## src/rtl/irq_pkg.sv

```systemverilog
package irq_pkg;
  typedef enum logic [1:0] {
    SEL_PEND = 2'd0,
    SEL_EN   = 2'd1,
    SEL_GIE  = 2'd2,
    SEL_NONE = 2'd3
  } reg_sel_e;

  typedef enum logic [1:0] {
    ST_IDLE = 2'd0,
    ST_ACK  = 2'd1,
    ST_DONE = 2'd2,
    ST_RET  = 2'd3
  } seq_state_e;
endpackage

```

## src/rtl/irq_edge_sync.sv

```systemverilog
module irq_edge_sync #(
  parameter int NSRC   = 8,
  parameter int STAGES = 2
) (
  input  logic            clk,
  input  logic            rst_n,
  input  logic [NSRC-1:0] src_i,
  output logic [NSRC-1:0] rise_o
);
  // per source: STAGES synchroniser flops plus one history flop
  for (genvar i = 0; i < NSRC; i++) begin : g_src
    logic [STAGES:0] sh;
    always_ff @(posedge clk or negedge rst_n) begin
      if (!rst_n) sh <= '0;
      else        sh <= {sh[STAGES-1:0], src_i[i]};
    end
    assign rise_o[i] = sh[STAGES-1] & ~sh[STAGES];
  end
endmodule

```

## src/rtl/irq_prio_enc.sv

```systemverilog
module irq_prio_enc #(
  parameter int N = 8,
  localparam int IDXW = (N > 1) ? $clog2(N) : 1
) (
  input  logic [N-1:0]    req_i,
  output logic            hit_o,
  output logic [IDXW-1:0] idx_o
);
  // lowest index wins: scan downward so the last match is the smallest
  always_comb begin
    hit_o = 1'b0;
    idx_o = '0;
    for (int k = N - 1; k >= 0; k--) begin
      if (req_i[k]) begin
        hit_o = 1'b1;
        idx_o = IDXW'(k);
      end
    end
  end
endmodule

```

## src/rtl/irq_ack_fsm.sv

```systemverilog
module irq_ack_fsm
  import irq_pkg::*;
#(
  parameter int          AW       = 16,
  parameter int          ACK_LEN  = 7,
  parameter logic [AW-1:0] SVC_ADDR = 16'h00FF,
  localparam int         CNTW     = $clog2(ACK_LEN + 1)
) (
  input  logic          clk,
  input  logic          rst_n,
  input  logic          start_i,
  input  logic          ret_i,
  input  logic [AW-1:0] ret_addr_i,
  input  logic          push_ready_i,
  output logic          push_valid_o,
  output logic [AW-1:0] push_data_o,
  input  logic          pop_valid_i,
  output logic          pop_ready_o,
  input  logic [AW-1:0] pop_data_i,
  output logic          pc_load_o,
  output logic [AW-1:0] pc_load_addr_o,
  output logic          busy_o,
  output logic          idle_o,
  output logic          ret_done_o
);
  seq_state_e      state_q;
  logic [CNTW-1:0] cnt_q;
  logic [AW-1:0]   addr_q;
  logic            last_ack;

  assign last_ack = (state_q == ST_ACK) && (cnt_q == CNTW'(ACK_LEN));

  always_ff @(posedge clk or negedge rst_n) begin
    if (!rst_n) begin
      state_q <= ST_IDLE;
      cnt_q   <= '0;
      addr_q  <= '0;
    end else begin
      unique case (state_q)
        ST_IDLE: begin
          if (start_i) begin
            state_q <= ST_ACK;
            cnt_q   <= CNTW'(1);
            addr_q  <= ret_addr_i;
          end else if (ret_i) begin
            state_q <= ST_RET;
          end
        end
        ST_ACK: begin
          if (last_ack) begin
            state_q <= ST_DONE;
            cnt_q   <= '0;
          end else if (!(cnt_q == CNTW'(1) && !push_ready_i)) begin
            cnt_q <= cnt_q + CNTW'(1);
          end
        end
        ST_DONE: state_q <= ST_IDLE;
        ST_RET:  if (pop_valid_i) state_q <= ST_IDLE;
        default: state_q <= ST_IDLE;
      endcase
    end
  end

  assign push_valid_o   = (state_q == ST_ACK) && (cnt_q == CNTW'(1));
  assign push_data_o    = addr_q;
  assign pop_ready_o    = (state_q == ST_RET);
  assign ret_done_o     = pop_ready_o && pop_valid_i;
  assign pc_load_o      = last_ack || ret_done_o;
  assign pc_load_addr_o = pop_ready_o ? pop_data_i : SVC_ADDR;
  assign busy_o         = (state_q != ST_IDLE);
  assign idle_o         = (state_q == ST_IDLE);

  initial assert (ACK_LEN >= 2) else $error("ACK_LEN must be at least 2");

  p_push_hold_r4: assert property (@(posedge clk) disable iff (!rst_n)
    push_valid_o && !push_ready_i |=> push_valid_o && $stable(push_data_o));
  p_svc_addr_r4: assert property (@(posedge clk) disable iff (!rst_n)
    pc_load_o && !pop_ready_o |-> pc_load_addr_o == SVC_ADDR);
  p_start_busy_r3: assert property (@(posedge clk) disable iff (!rst_n)
    start_i && idle_o |=> busy_o && push_valid_o);
  p_pop_gate_r6: assert property (@(posedge clk) disable iff (!rst_n)
    pc_load_o && pop_ready_o |-> pop_valid_i && pc_load_addr_o == pop_data_i);
endmodule

```

## src/rtl/irq_sequencer.sv

```systemverilog
module irq_sequencer
  import irq_pkg::*;
#(
  parameter int            NSRC        = 8,
  parameter int            AW          = 16,
  parameter int            ACK_LEN     = 7,
  parameter int            SYNC_STAGES = 2,
  parameter logic [AW-1:0] SVC_ADDR    = 16'h00FF,
  localparam int           IDXW        = (NSRC > 1) ? $clog2(NSRC) : 1
) (
  input  logic            clk,
  input  logic            rst_n,
  input  logic [NSRC-1:0] src_i,
  input  logic            reg_wr_i,
  input  logic [1:0]      reg_sel_i,
  input  logic [NSRC-1:0] reg_wdata_i,
  output logic [NSRC-1:0] pend_o,
  output logic [NSRC-1:0] en_o,
  output logic            gie_o,
  input  logic            insn_start_i,
  input  logic            skip_i,
  input  logic [AW-1:0]   cur_pc_i,
  input  logic            boot_mode_i,
  input  logic            reti_i,
  input  logic            vis_req_i,
  output logic            vis_done_o,
  output logic            vis_hit_o,
  output logic [IDXW-1:0] vis_idx_o,
  output logic            push_valid_o,
  input  logic            push_ready_i,
  output logic [AW-1:0]   push_data_o,
  input  logic            pop_valid_i,
  output logic            pop_ready_o,
  input  logic [AW-1:0]   pop_data_i,
  output logic            pc_load_o,
  output logic [AW-1:0]   pc_load_addr_o,
  output logic            busy_o
);
  logic [NSRC-1:0] pend_q, en_q, rise, active;
  logic            gie_q;
  logic            fsm_idle, ret_done, ack_start;
  logic            enc_hit;
  logic [IDXW-1:0] enc_idx;
  logic            vis_done_q, vis_hit_q;
  logic [IDXW-1:0] vis_idx_q;
  reg_sel_e        sel;

  assign sel = reg_sel_e'(reg_sel_i);

  irq_edge_sync #(.NSRC(NSRC), .STAGES(SYNC_STAGES)) u_sync (
    .clk(clk), .rst_n(rst_n), .src_i(src_i), .rise_o(rise)
  );

  assign active = pend_q & en_q;

  irq_prio_enc #(.N(NSRC)) u_enc (
    .req_i(active), .hit_o(enc_hit), .idx_o(enc_idx)
  );

  assign ack_start = fsm_idle && insn_start_i && !skip_i && !boot_mode_i
                     && gie_q && enc_hit;

  irq_ack_fsm #(.AW(AW), .ACK_LEN(ACK_LEN), .SVC_ADDR(SVC_ADDR)) u_fsm (
    .clk(clk), .rst_n(rst_n),
    .start_i(ack_start), .ret_i(reti_i), .ret_addr_i(cur_pc_i),
    .push_ready_i(push_ready_i), .push_valid_o(push_valid_o), .push_data_o(push_data_o),
    .pop_valid_i(pop_valid_i), .pop_ready_o(pop_ready_o), .pop_data_i(pop_data_i),
    .pc_load_o(pc_load_o), .pc_load_addr_o(pc_load_addr_o),
    .busy_o(busy_o), .idle_o(fsm_idle), .ret_done_o(ret_done)
  );

  // pending: software can only clear, a fresh edge always wins
  always_ff @(posedge clk or negedge rst_n) begin
    if (!rst_n) pend_q <= '0;
    else if (reg_wr_i && sel == SEL_PEND) pend_q <= (pend_q & reg_wdata_i) | rise;
    else pend_q <= pend_q | rise;
  end

  always_ff @(posedge clk or negedge rst_n) begin
    if (!rst_n) en_q <= '0;
    else if (reg_wr_i && sel == SEL_EN) en_q <= reg_wdata_i;
  end

  // global enable: acknowledge clear > return set > software write
  always_ff @(posedge clk or negedge rst_n) begin
    if (!rst_n)                         gie_q <= 1'b0;
    else if (ack_start)                 gie_q <= 1'b0;
    else if (ret_done)                  gie_q <= 1'b1;
    else if (reg_wr_i && sel == SEL_GIE) gie_q <= reg_wdata_i[0];
  end

  always_ff @(posedge clk or negedge rst_n) begin
    if (!rst_n) begin
      vis_done_q <= 1'b0;
      vis_hit_q  <= 1'b0;
      vis_idx_q  <= '0;
    end else begin
      vis_done_q <= vis_req_i;
      if (vis_req_i) begin
        vis_hit_q <= enc_hit;
        vis_idx_q <= enc_idx;
      end
    end
  end

  assign pend_o     = pend_q;
  assign en_o       = en_q;
  assign gie_o      = gie_q;
  assign vis_done_o = vis_done_q;
  assign vis_hit_o  = vis_hit_q;
  assign vis_idx_o  = vis_idx_q;

  p_gie_clear_r4: assert property (@(posedge clk) disable iff (!rst_n)
    ack_start |=> !gie_q && busy_o);
  p_pend_sticky_r2: assert property (@(posedge clk) disable iff (!rst_n)
    !(reg_wr_i && sel == SEL_PEND) |=> ($past(pend_q) & ~pend_q) == '0);
  p_boot_gie_r8: assert property (@(posedge clk) disable iff (!rst_n)
    boot_mode_i && !reg_wr_i && !ret_done |=> gie_q == $past(gie_q));
  p_vis_strobe_r9: assert property (@(posedge clk) disable iff (!rst_n)
    vis_req_i |=> vis_done_o);
  p_vis_none_r9: assert property (@(posedge clk) disable iff (!rst_n)
    vis_done_o && !vis_hit_o |-> vis_idx_o == '0);
  p_ret_gie_r6: assert property (@(posedge clk) disable iff (!rst_n)
    ret_done |=> gie_q);
endmodule

```

## config.mk

```make
export PLATFORM = sky130hd
export DESIGN_NAME = irq_sequencer
export DESIGN_NICKNAME = d
export VERILOG_FILES = /design/src/rtl/irq_pkg.sv /design/src/rtl/irq_edge_sync.sv /design/src/rtl/irq_prio_enc.sv /design/src/rtl/irq_ack_fsm.sv /design/src/rtl/irq_sequencer.sv
export SDC_FILE = /design/constraint.sdc
export NUM_CORES = 1
export LEC_CHECK = 0
export ABC_AREA = 1
export BUFFER_PORTS_ARGS = -buffer_cell sky130_fd_sc_hd__buf_4
export CAP_MARGIN = 20
export CORE_AREA = 2 2 82 84
export DETAILED_ROUTE_END_ITERATION = 10
export DIE_AREA = 0 0 84 86
export PLACE_DENSITY = 0.83
export SYNTH_ARGS = -nofsm -noshare
export SYNTH_HDL_FRONTEND = slang
export SYNTH_HIERARCHICAL = 1
export SYNTH_SLANG_ARGS = --single-unit
```

## constraint.sdc

```tcl
create_clock -name clk -period 1.9 [get_ports clk]
set_input_delay 0.285 -clock clk [delete_from_list [all_inputs] [get_ports clk]]
set_output_delay 0.285 -clock clk [all_outputs]
set_load 0.005 [all_outputs]
```

==> results of run 1 <==
## where the power goes
| group | leakage [nW] | internal [mW] | switching [mW] |
|---|---|---|---|
| Combinational | 1.41 | 0.719 | 0.708 |
| Sequential | 0.807 | 1.67 | 0.178 |
| Clock | 0.0885 | 0.629 | 0.479 |
| Total | 2.30 | 3.01 | 1.36 |
## what timing repair did
item | in CTS | in global routing
setup endpoints to repair | 8 | 21
hold endpoints to repair | 35 | 0
resized for setup | 1 | 10
pin swaps | 0 | 5
cloned | 0 | 1
hold buffers | 1 | 0
buffers inserted | 0 | 2
## layout make-up
type / instances / area, µm²
Sequential cell: 67 / 1680
Multi-Input combinational cell: 177 / 922
Clock inverter: 2 / 37.5
Inverter: 66 / 248
Fill cell: 523 / 2170
Tap cell: 77 / 96.3
Timing Repair Buffer: 127 / 985
Clock buffer: 12 / 145
## worst max-delay path, stage by stage (launching register included)
cell and delay (ns):
sky130_fd_sc_hd__dfrtp_1 0.42, sky130_fd_sc_hd__ha_1 0.22, sky130_fd_sc_hd__ha_1 0.22, sky130_fd_sc_hd__inv_1 0.08, sky130_fd_sc_hd__o22ai_1 0.08, sky130_fd_sc_hd__buf_4 0.15
## per-layer routing
layer	up-vias	routed length, µm	part of all wire, %	GRT usage (%)
li1	1213	-	-	-
met1	1121	2730	41	22.5
met2	98	3410	51	33.5
met3	11	371	5.6	4.04
met4	0	126	1.9	9.68
met5	-	0	0	0
## sequential cells by signal, indices dropped and copies added, names as in the netlist
| name | count |
|---|---|
| vis_hit_o | 1 |
| u_fsm/state_q | 2 |
| vis_idx_o | 3 |
| pend_o | 8 |
| gie_o | 1 |
| vis_done_o | 1 |
| u_fsm/push_data_o | 16 |
| u_fsm/cnt_q | 3 |
| en_o | 8 |
| u_sync/g_src.sh | 24 |
## how the worst max path moves through the flow
stage,end,startpoint,slack [ns],cells after the start
floorplan,u_fsm/push_data_o[0],en_o[7],0.15,14
global route,u_fsm/state_q[1],pend_o[7],0.008,13
global placement,u_fsm/push_data_o[13],en_o[7],0.23,13
CTS,pc_load_o,u_fsm/cnt_q[0],0.11,5
detailed placement,u_fsm/push_data_o[15],en_o[7],0.15,13
finish,pc_load_o,u_fsm/cnt_q[0],0.14,5
## cells in the final DEF (no fill, tap or decap)
cell / Yosys / final
sky130_fd_sc_hd__a21oi_1: 2 / 2
sky130_fd_sc_hd__a31oi_1: 1 / 1
sky130_fd_sc_hd__buf_4: 1 / 123
sky130_fd_sc_hd__buf_6: 2 / 1
sky130_fd_sc_hd__buf_8: 0 / 1
sky130_fd_sc_hd__bufinv_16: 0 / 1
sky130_fd_sc_hd__clkbuf_1: 0 / 2
sky130_fd_sc_hd__clkbuf_16: 0 / 1
sky130_fd_sc_hd__clkbuf_8: 0 / 10
sky130_fd_sc_hd__clkinvlp_4: 0 / 1
sky130_fd_sc_hd__dfrtp_1: 67 / 67
sky130_fd_sc_hd__dlygate4sd3_1: 0 / 1
sky130_fd_sc_hd__ha_1: 3 / 3
sky130_fd_sc_hd__inv_1: 66 / 65
sky130_fd_sc_hd__inv_2: 0 / 1
sky130_fd_sc_hd__mux2_2: 4 / 4
sky130_fd_sc_hd__nand2_1: 80 / 78
sky130_fd_sc_hd__nand2_2: 2 / 2
sky130_fd_sc_hd__nand2_4: 0 / 2
sky130_fd_sc_hd__nand3_1: 25 / 25
sky130_fd_sc_hd__nand3_2: 1 / 1
sky130_fd_sc_hd__nand3_4: 1 / 1
sky130_fd_sc_hd__nand4_1: 2 / 2
sky130_fd_sc_hd__nor2_1: 16 / 15
sky130_fd_sc_hd__nor2_2: 9 / 10
sky130_fd_sc_hd__nor3_1: 2 / 2
sky130_fd_sc_hd__nor3_4: 0 / 1
sky130_fd_sc_hd__o21ai_0: 10 / 10
sky130_fd_sc_hd__o21ai_2: 8 / 8
sky130_fd_sc_hd__o22ai_1: 1 / 1
sky130_fd_sc_hd__or2_2: 8 / 8
sky130_fd_sc_hd__or2_4: 0 / 1
## kinds of logic (layout without fill, tap and decap cells)
kind of cell | count (synthesis) | count (layout) | synth area share, %
buffers and inverters | 73 | 207 | 10.4
AND/OR/NAND/NOR | 148 | 148 | 23.4
flip-flops | 67 | 67 | 58.4
multiplexers | 4 | 4 | 1.57
adder cells (fa/ha/maj) | 3 | 3 | 1.31
AO/OA/AOI/OAI | 22 | 22 | 4.97
==> metrics.log, run 1 <==
INFO  metric boundaryPins = 118
INFO  metric tritoncts_clock_tree = yes
INFO  metric antenna_violations_before_repair = 0
INFO  metric end_kind = output pin
INFO  metric grt_max_degree = 39
INFO  metric gp_congestion = approximately 0.78
INFO  metric hold_path_startpoint = src_i[2]
INFO  metric preCtsSetupSlack = 0.153 ns
INFO  metric ys_async_sr_fraction = 100%
INFO  metric vias_in_the_first_global_route = 2518
INFO  metric synthTopCellsByCount = sky130_fd_sc_hd__nand2_1 (80), sky130_fd_sc_hd__dfrtp_1 (67), sky130_fd_sc_hd__inv_1 (66)
INFO  metric max_clock_freq = about 570 MHz
INFO  metric largest_cells_by_area_after_synthesis = sky130_fd_sc_hd__dfrtp_1 (58%), sky130_fd_sc_hd__nand2_1 (10%), sky130_fd_sc_hd__inv_1 (8.6%), sky130_fd_sc_hd__nand3_1 (4.4%), sky130_fd_sc_hd__o21ai_2 (2.4%)
INFO  metric synthesis.area = approximately 2900 µm²
INFO  metric hold_depth = 1
INFO  metric hold_viol = 0
INFO  metric ys_dominant_reg_cell = sky130_fd_sc_hd__dfrtp_1
INFO  metric max-vdd-ir-drop = 0.000642 V
INFO  metric layout.cell_area.non_filler = ~4100 µm²
INFO  metric total_global_routing_track_utilization = around a fifth
INFO  metric max_slew.worst_pin.slew = between 0.4 and 0.5 ns
INFO  metric cts_num_sinks = 67
INFO  metric viasPerCell = 4.63
INFO  metric max-slew-margin-rel = between 60% and 70%
INFO  metric path_type_of_the_worst_setup_path = reg -> out
INFO  metric post-synth-top-area-fraction = approximately three fifths
INFO  metric area_growth_syn_to_layout = 43.2%
INFO  metric antenna_left = 0
INFO  metric diodes = 0
INFO  metric synth_cell_type_count = 24
INFO  metric cts-buffers-inserted = 9
INFO  metric number_of_max_cap_violations = 0
INFO  metric ys_warn_count = 6
INFO  metric holdWs = 0.0648 ns
INFO  metric postSynthCellCount = approximately 320
INFO  metric holdPathEnd = u_sync/g_src[2].sh[0]
INFO  metric synth_enable_flop_cells = 0
INFO  metric final-instance-count-excl-fill = roughly 530
INFO  metric route.detailed.wl_per_inst = around 13 µm
INFO  metric htreeDepth = 3
INFO  metric grt_setup_unrepaired = false
INFO  metric portBuffers = roughly 120
INFO  metric synth.avg_cell_area = 9.05 µm²
INFO  metric finalSetupViolCount = 0
INFO  metric routed-via-count = 2443
INFO  metric routed_wirelength = approximately 6600 µm
INFO  metric drive_above_1_share = a little under 40%
INFO  metric power_density = between 1000 and 1500 nW/µm²
INFO  metric dpl.cell_count = 510
INFO  metric critical_path_maximum_fanout = 4
INFO  metric ctsRootBufferMaster = sky130_fd_sc_hd__clkbuf_8
INFO  metric die_w = 84 µm
INFO  metric post_layout_util = about 65%
INFO  metric rows = 29
INFO  metric fin_crit_sh = between 90% and 100%
INFO  metric cts.clk_slew.worst_paths = 0.07 ns
INFO  metric clock_tree.buffer_depth = 2
INFO  metric p_leak = between 2 and 2.5 nW
INFO  metric critPathRequiredTime = about 1.6 ns
INFO  metric finish.net_count = roughly 510
INFO  metric rr_startpoint = en_o[6]
INFO  metric postSynthNetCount = between 300 and 400
INFO  metric die_area = roughly 7200 µm²
INFO  metric timing.critical_path.from_type = flip-flop
INFO  metric dieHeight = about 86 µm
INFO  metric yosysTopAreaCell = sky130_fd_sc_hd__dfrtp_1
INFO  metric slew_violations = 0
INFO  metric reg2reg_slack = between 0.15 and 0.2 ns
INFO  metric coreArea = roughly 6300 µm²
INFO  metric dp.final_hpwl = between 4000 and 5000 µm
INFO  metric worst_r2r_path_depth = 13
INFO  metric detailed_router_s_first_iteration_violation_count = 90
INFO  metric period_needed = roughly 1.8 ns
INFO  metric firstDrtPassIters = 5
INFO  metric postLayoutSetupSlackWorst = approximately 0.14 ns
INFO  metric grt_overflow_total = 0
INFO  metric result_of_the_run = finished, final reports clean
INFO  metric clkLatencyLatePin = roughly 0.32 ns
INFO  metric setup-tns-final = 0 ns
INFO  metric floorplan.initialDensity = 45.7%
INFO  metric global_route_wire_length_before_repair = 11000 µm
INFO  metric yosysMostFrequentCell = sky130_fd_sc_hd__nand2_1
INFO  metric r2r_end = u_fsm/cnt_q[1]
INFO  metric synth_sequential_area_ratio = between 50% and 60%
INFO  metric worst-endpoint-arrival = 1.48 ns
INFO  metric route.detailed.drc = 0
INFO  metric clock_skew = around 0.0063 ns
INFO  metric ys_ff_latch = between 60 and 70
INFO  metric hold_class = in -> reg
INFO  metric power = 4.38 mW
INFO  metric dpl-instance-area = ~3800 µm²
No activity file was read; power rests on OpenSTA's default activity.
==> run 2: changes to the inputs <==
ABC_AREA = not set   (was 1)
==> run 2 against run 1 <==
  * The run now ends with setup timing left
  * Combinational power rose by 34%
  * Clock-buffer cell count unchanged
  * Global-route usage grew 1.1 points
  * First-iteration DRC count is 4.4% lower
  * Fmax shrank 11%
  * Setup slack got worse by 0.22 ns
  * Non-clock buffer count rose by 31
  * Critical path type is now reg -> reg
  * Critical endpoint is now u_fsm/push_data_o[0]
==> metrics.log, run 2 <==
INFO  metric portBuffers = 117 (unchanged)
INFO  metric worst-endpoint-arrival = 2.20 ns (+0.72 ns)
INFO  metric cts-buffers-inserted = 9 (unchanged)
INFO  metric p_leak = 2.20 nW (-4.5%)
INFO  metric yosysTopAreaCell = sky130_fd_sc_hd__dfrtp_1
INFO  metric period_needed = 1.99 ns (+0.224 ns)
INFO  metric grt_overflow_total = 0 (unchanged)
INFO  metric result_of_the_run = finished with violations
INFO  metric clkLatencyLatePin = 0.34 ns (+0.02 ns)
INFO  metric die_area = 7220 µm² (unchanged)
INFO  metric path_type_of_the_worst_setup_path = reg -> reg
INFO  metric slew_violations = 0 (unchanged)
INFO  metric firstDrtPassIters = 4 (-1)
INFO  metric route.detailed.drc = 0 (unchanged)
INFO  metric ys_ff_latch = 67 (unchanged)
INFO  metric synthTopCellsByCount = sky130_fd_sc_hd__dfrtp_1 (67), sky130_fd_sc_hd__mux2_2 (19), sky130_fd_sc_hd__nand2b_1 (10)
INFO  metric boundaryPins = 118 (unchanged)
INFO  metric gp_congestion = 0.706 (-9.1%)
INFO  metric routed_wirelength = 6820 µm (+2.8%)
INFO  metric antenna_violations_before_repair = 0 (unchanged)
INFO  metric grt_setup_unrepaired = true
INFO  metric timing.critical_path.from_type = flip-flop
INFO  metric cp_cell_sequence = and2_4 -> nor4_4 -> nand2_1 -> nand2_2 -> nor4_4 -> nor3b_4 -> buf_6 -> buf_12 -> mux2_4
INFO  metric end_kind = flip-flop
INFO  metric synth.mux.area_fraction = 13.4% (+12 points)
INFO  metric tritoncts_clock_tree = yes
INFO  metric synth_enable_flop_cells = 0 (unchanged)
INFO  metric drive_above_1_share = 65.0% (+26 points)
INFO  metric floorplan.initialDensity = 45.2% (-0.54 points)
INFO  metric htreeDepth = 3 (unchanged)
INFO  metric grt_max_degree = 40 (+2.6%)
INFO  metric vias_in_the_first_global_route = 2305 (-8.5%)
INFO  metric hold_path_startpoint = src_i[6]
INFO  metric post_synth_xor_area_fraction = 0% (unchanged)
INFO  metric route.detailed.wl_per_inst = 15.1 µm (+20%)
INFO  metric coreArea = 6280 µm² (unchanged)
INFO  metric cts_num_sinks = 67 (unchanged)
INFO  metric max-vdd-ir-drop = 0.000695 V (+8.3%)
INFO  metric top_register = u_sync/g_src.sh
INFO  metric hold_viol = 0 (unchanged)
INFO  metric failing_checks = setup timing
INFO  metric largest_register_ffs = 24 (unchanged)
INFO  metric ys_warn_count = 6 (unchanged)
INFO  metric postSynthNetCount = 269 (-29%)
INFO  metric critical-path-top-cell-by-count = sky130_fd_sc_hd__nor4_4
INFO  metric yosysMostFrequentCell = sky130_fd_sc_hd__dfrtp_1
INFO  metric routed-via-count = 2180 (-11%)
INFO  metric dp.final_hpwl = 4660 µm (-6.6%)
INFO  metric cts.clk_slew.worst_paths = 0.07 ns (about the same)
INFO  metric rows = 29 (unchanged)
INFO  metric max_stage_delay = 0.38 ns (-0.04 ns)
INFO  metric hold_class = in -> reg
INFO  metric rr_startpoint = pend_o[4]
INFO  metric detailed_router_s_first_iteration_violation_count = 86 (-4.4%)
INFO  metric postLayoutSetupSlackWorst = -0.0872 ns (-0.224 ns)
INFO  metric layout_common_cells = sky130_fd_sc_hd__buf_4 (149), sky130_fd_sc_hd__dfrtp_1 (67), sky130_fd_sc_hd__mux2_4 (18)
INFO  metric critical_path_maximum_fanout = 5 (+1)
INFO  metric power_density = 1110 nW/µm² (+4.1%)
INFO  metric clock_skew = 0.0121 ns (+0.00587 ns)
INFO  metric synth-compound-area-share = 5.56% (+0.59 points)
INFO  metric global_route_wire_length_before_repair = 11200 µm (+2.1%)
INFO  metric synthAdderAreaFrac = 1.32% (+0.016 points)
INFO  metric dieHeight = 86 µm (unchanged)
INFO  metric timing.critical_path.slowest_stage_cell = sky130_fd_sc_hd__dfrtp_1
INFO  metric viasPerCell = 4.83 (+4.5%)
INFO  metric dpl.cell_count = 416 (-18%)
INFO  metric postSynthCellCount = 206 (-35%)
INFO  metric max_clock_freq = 503 MHz (-11%)
INFO  metric setup-tns-final = -0.917 ns (-0.917 ns)
INFO  metric ys_dominant_reg_cell = sky130_fd_sc_hd__dfrtp_1
INFO  metric area_growth_syn_to_layout = 55.7%
INFO  metric synth_top_family_by_area = simple AND/OR/NAND/NOR gates
INFO  metric die_w = 84 µm (unchanged)
INFO  metric critical_path_buf_inv_count = 2 (unchanged)
INFO  metric synthesis.area = 2840 µm² (-1.2%)
INFO  metric crit_family = simple AND/OR/NAND/NOR gates
INFO  metric critPathRequiredTime = 2.12 ns (+0.50 ns)
INFO  metric ctsRootBufferMaster = sky130_fd_sc_hd__clkbuf_8
INFO  metric number_of_max_cap_violations = 0 (unchanged)
INFO  metric max-slew-margin-rel = 65.4% (-3.6 points)
INFO  metric clock_tree.buffer_depth = 2 (unchanged)
INFO  metric startpoint = pend_o[4]
INFO  metric synth_simple_gate_area_share = 17.7% (-5.6 points)
INFO  metric ys_async_sr_fraction = 100% (unchanged)
INFO  metric synth.avg_cell_area = 13.8 µm² (+52%)
INFO  metric finalSetupViolCount = 18 (+18)
INFO  metric synth_sequential_area_ratio = 59.1% (+0.70 points)
INFO  metric most_common_cell_after_layout_fill_and_taps_aside = sky130_fd_sc_hd__buf_4
INFO  metric max_slew.worst_pin.slew = 0.519 ns (+0.0537 ns)
INFO  metric finish.net_count = 432 (-15%)
INFO  metric diodes = 0 (unchanged)
INFO  metric synth_cell_type_count = 34 (+42%)
INFO  metric total_global_routing_track_utilization = 20.3% (+1.1 points)
INFO  metric fin_crit_sh = 105% (+12 points)
INFO  metric largest_cells_by_area_after_synthesis = sky130_fd_sc_hd__dfrtp_1 (59%), sky130_fd_sc_hd__mux2_2 (7.5%), sky130_fd_sc_hd__mux2_4 (4.8%), sky130_fd_sc_hd__nor2b_4 (3.9%), sky130_fd_sc_hd__o21ai_2 (2.5%)
INFO  metric final-instance-count-excl-fill = 451 (-15%)
INFO  metric antenna_left = 0 (unchanged)
INFO  metric post-synth-top-area-fraction = 59.1% (+0.70 points)
[run 2: changes by cell type in the layout (fill, tap and decap cells not counted), moves of 10 or more]
cell	previous run	this run
sky130_fd_sc_hd__nand2_1	78	4
sky130_fd_sc_hd__nand3_1	25	1
sky130_fd_sc_hd__nor2_2	10	0
sky130_fd_sc_hd__nor2_1	15	5
sky130_fd_sc_hd__inv_1	65	6
sky130_fd_sc_hd__nand2b_1	0	10
sky130_fd_sc_hd__mux2_4	0	18
sky130_fd_sc_hd__buf_4	123	149
[run 2: timing repair]
| action | CTS | global route |
|---|---|---|
| resized for setup | 20 | 12 |
| endpoints found under the hold margin | 38 | 0 |
| pin swaps | 8 | 4 |
| gates cloned | 2 | 0 |
| setup endpoints to repair | 18 | 29 |
| setup buffers | 17 | 1 |
| hold buffers | 1 | 0 |
[run 2: final timing paths]
| path | end | slack, ns | cells after the start |
|---|---|---|---|
| hold / removal | u_sync/g_src[6].sh[0] | 0.05 | 1 |
| setup / recovery | u_fsm/push_data_o[0] | -0.09 | 9 |
| setup reg to reg | u_fsm/push_data_o[0] | -0.09 | 9 |
| max in group asynchronous | pend_o[3] | 0.89 | 3 |
| hold reg to reg | u_sync/g_src[1].sh[1] | 0.35 | 0 |
| min in group asynchronous | u_sync/g_src[5].sh[2] | 0.47 | 2 |
[run 2: kinds of logic after synthesis]
logic type                 Yosys count
AOI/OAI and AO/OA                   22
buffers and inverters               13
muxes                               31
adders and majority gates            3
DFF                                 67
and+or+nand+nor                     70
[run 2: worst reg2reg max path, delay by kind of cell, from the launching register on]
kind                   cells  cell delay (ns)
AND/OR/NAND/NOR            6             0.92
multiplexers               1             0.29
flip-flops                 1             0.38
buffers and inverters      2             0.27
[run 2: metrics by stage]
| stage | utilization [%] | worst slack (ns) | power [mW] | hold slack [ns] | area (µm²) |
|---|---|---|---|---|---|
| floorplan | - | -0.438 | 2.78 | -0.0106 | 2870 |
| global placement | 63.2 | -0.0121 | 3.57 | 0.292 | 3970 |
| detailed placement | 63.2 | -0.0678 | 3.63 | 0.299 | 3970 |
| CTS | 70.2 | -0.0458 | 4.87 | 0.0355 | 4410 |
| global route | 70.3 | -0.155 | 5.22 | 0.0321 | 4420 |
| finish | 70.3 | -0.0872 | 4.90 | 0.0529 | 4420 |
[run 2: layout make-up]
cell class                 count  area [µm²]
multi-input combinational    126        1180
fill                         465        1860
tap                           77        96.3
clock inverter                 4        25.0
timing repair buffer         158        1250
sequential                    67        1680
clock buffer                  12         155
inverter                       7        26.3
[run 2: per-layer routing]
layer,wire length (µm),track usage [%],vias to the layer above
li1,-,-,1028
met1,2740,25.1,1055
met2,3470,33.1,84
met3,481,5.97,13
met4,124,9.38,0
met5,0,0,-
[run 2: power by group]
group          switching, mW  internal [mW]
sequential             0.201           1.73
combinational          0.725           1.19
clock                  0.515          0.540
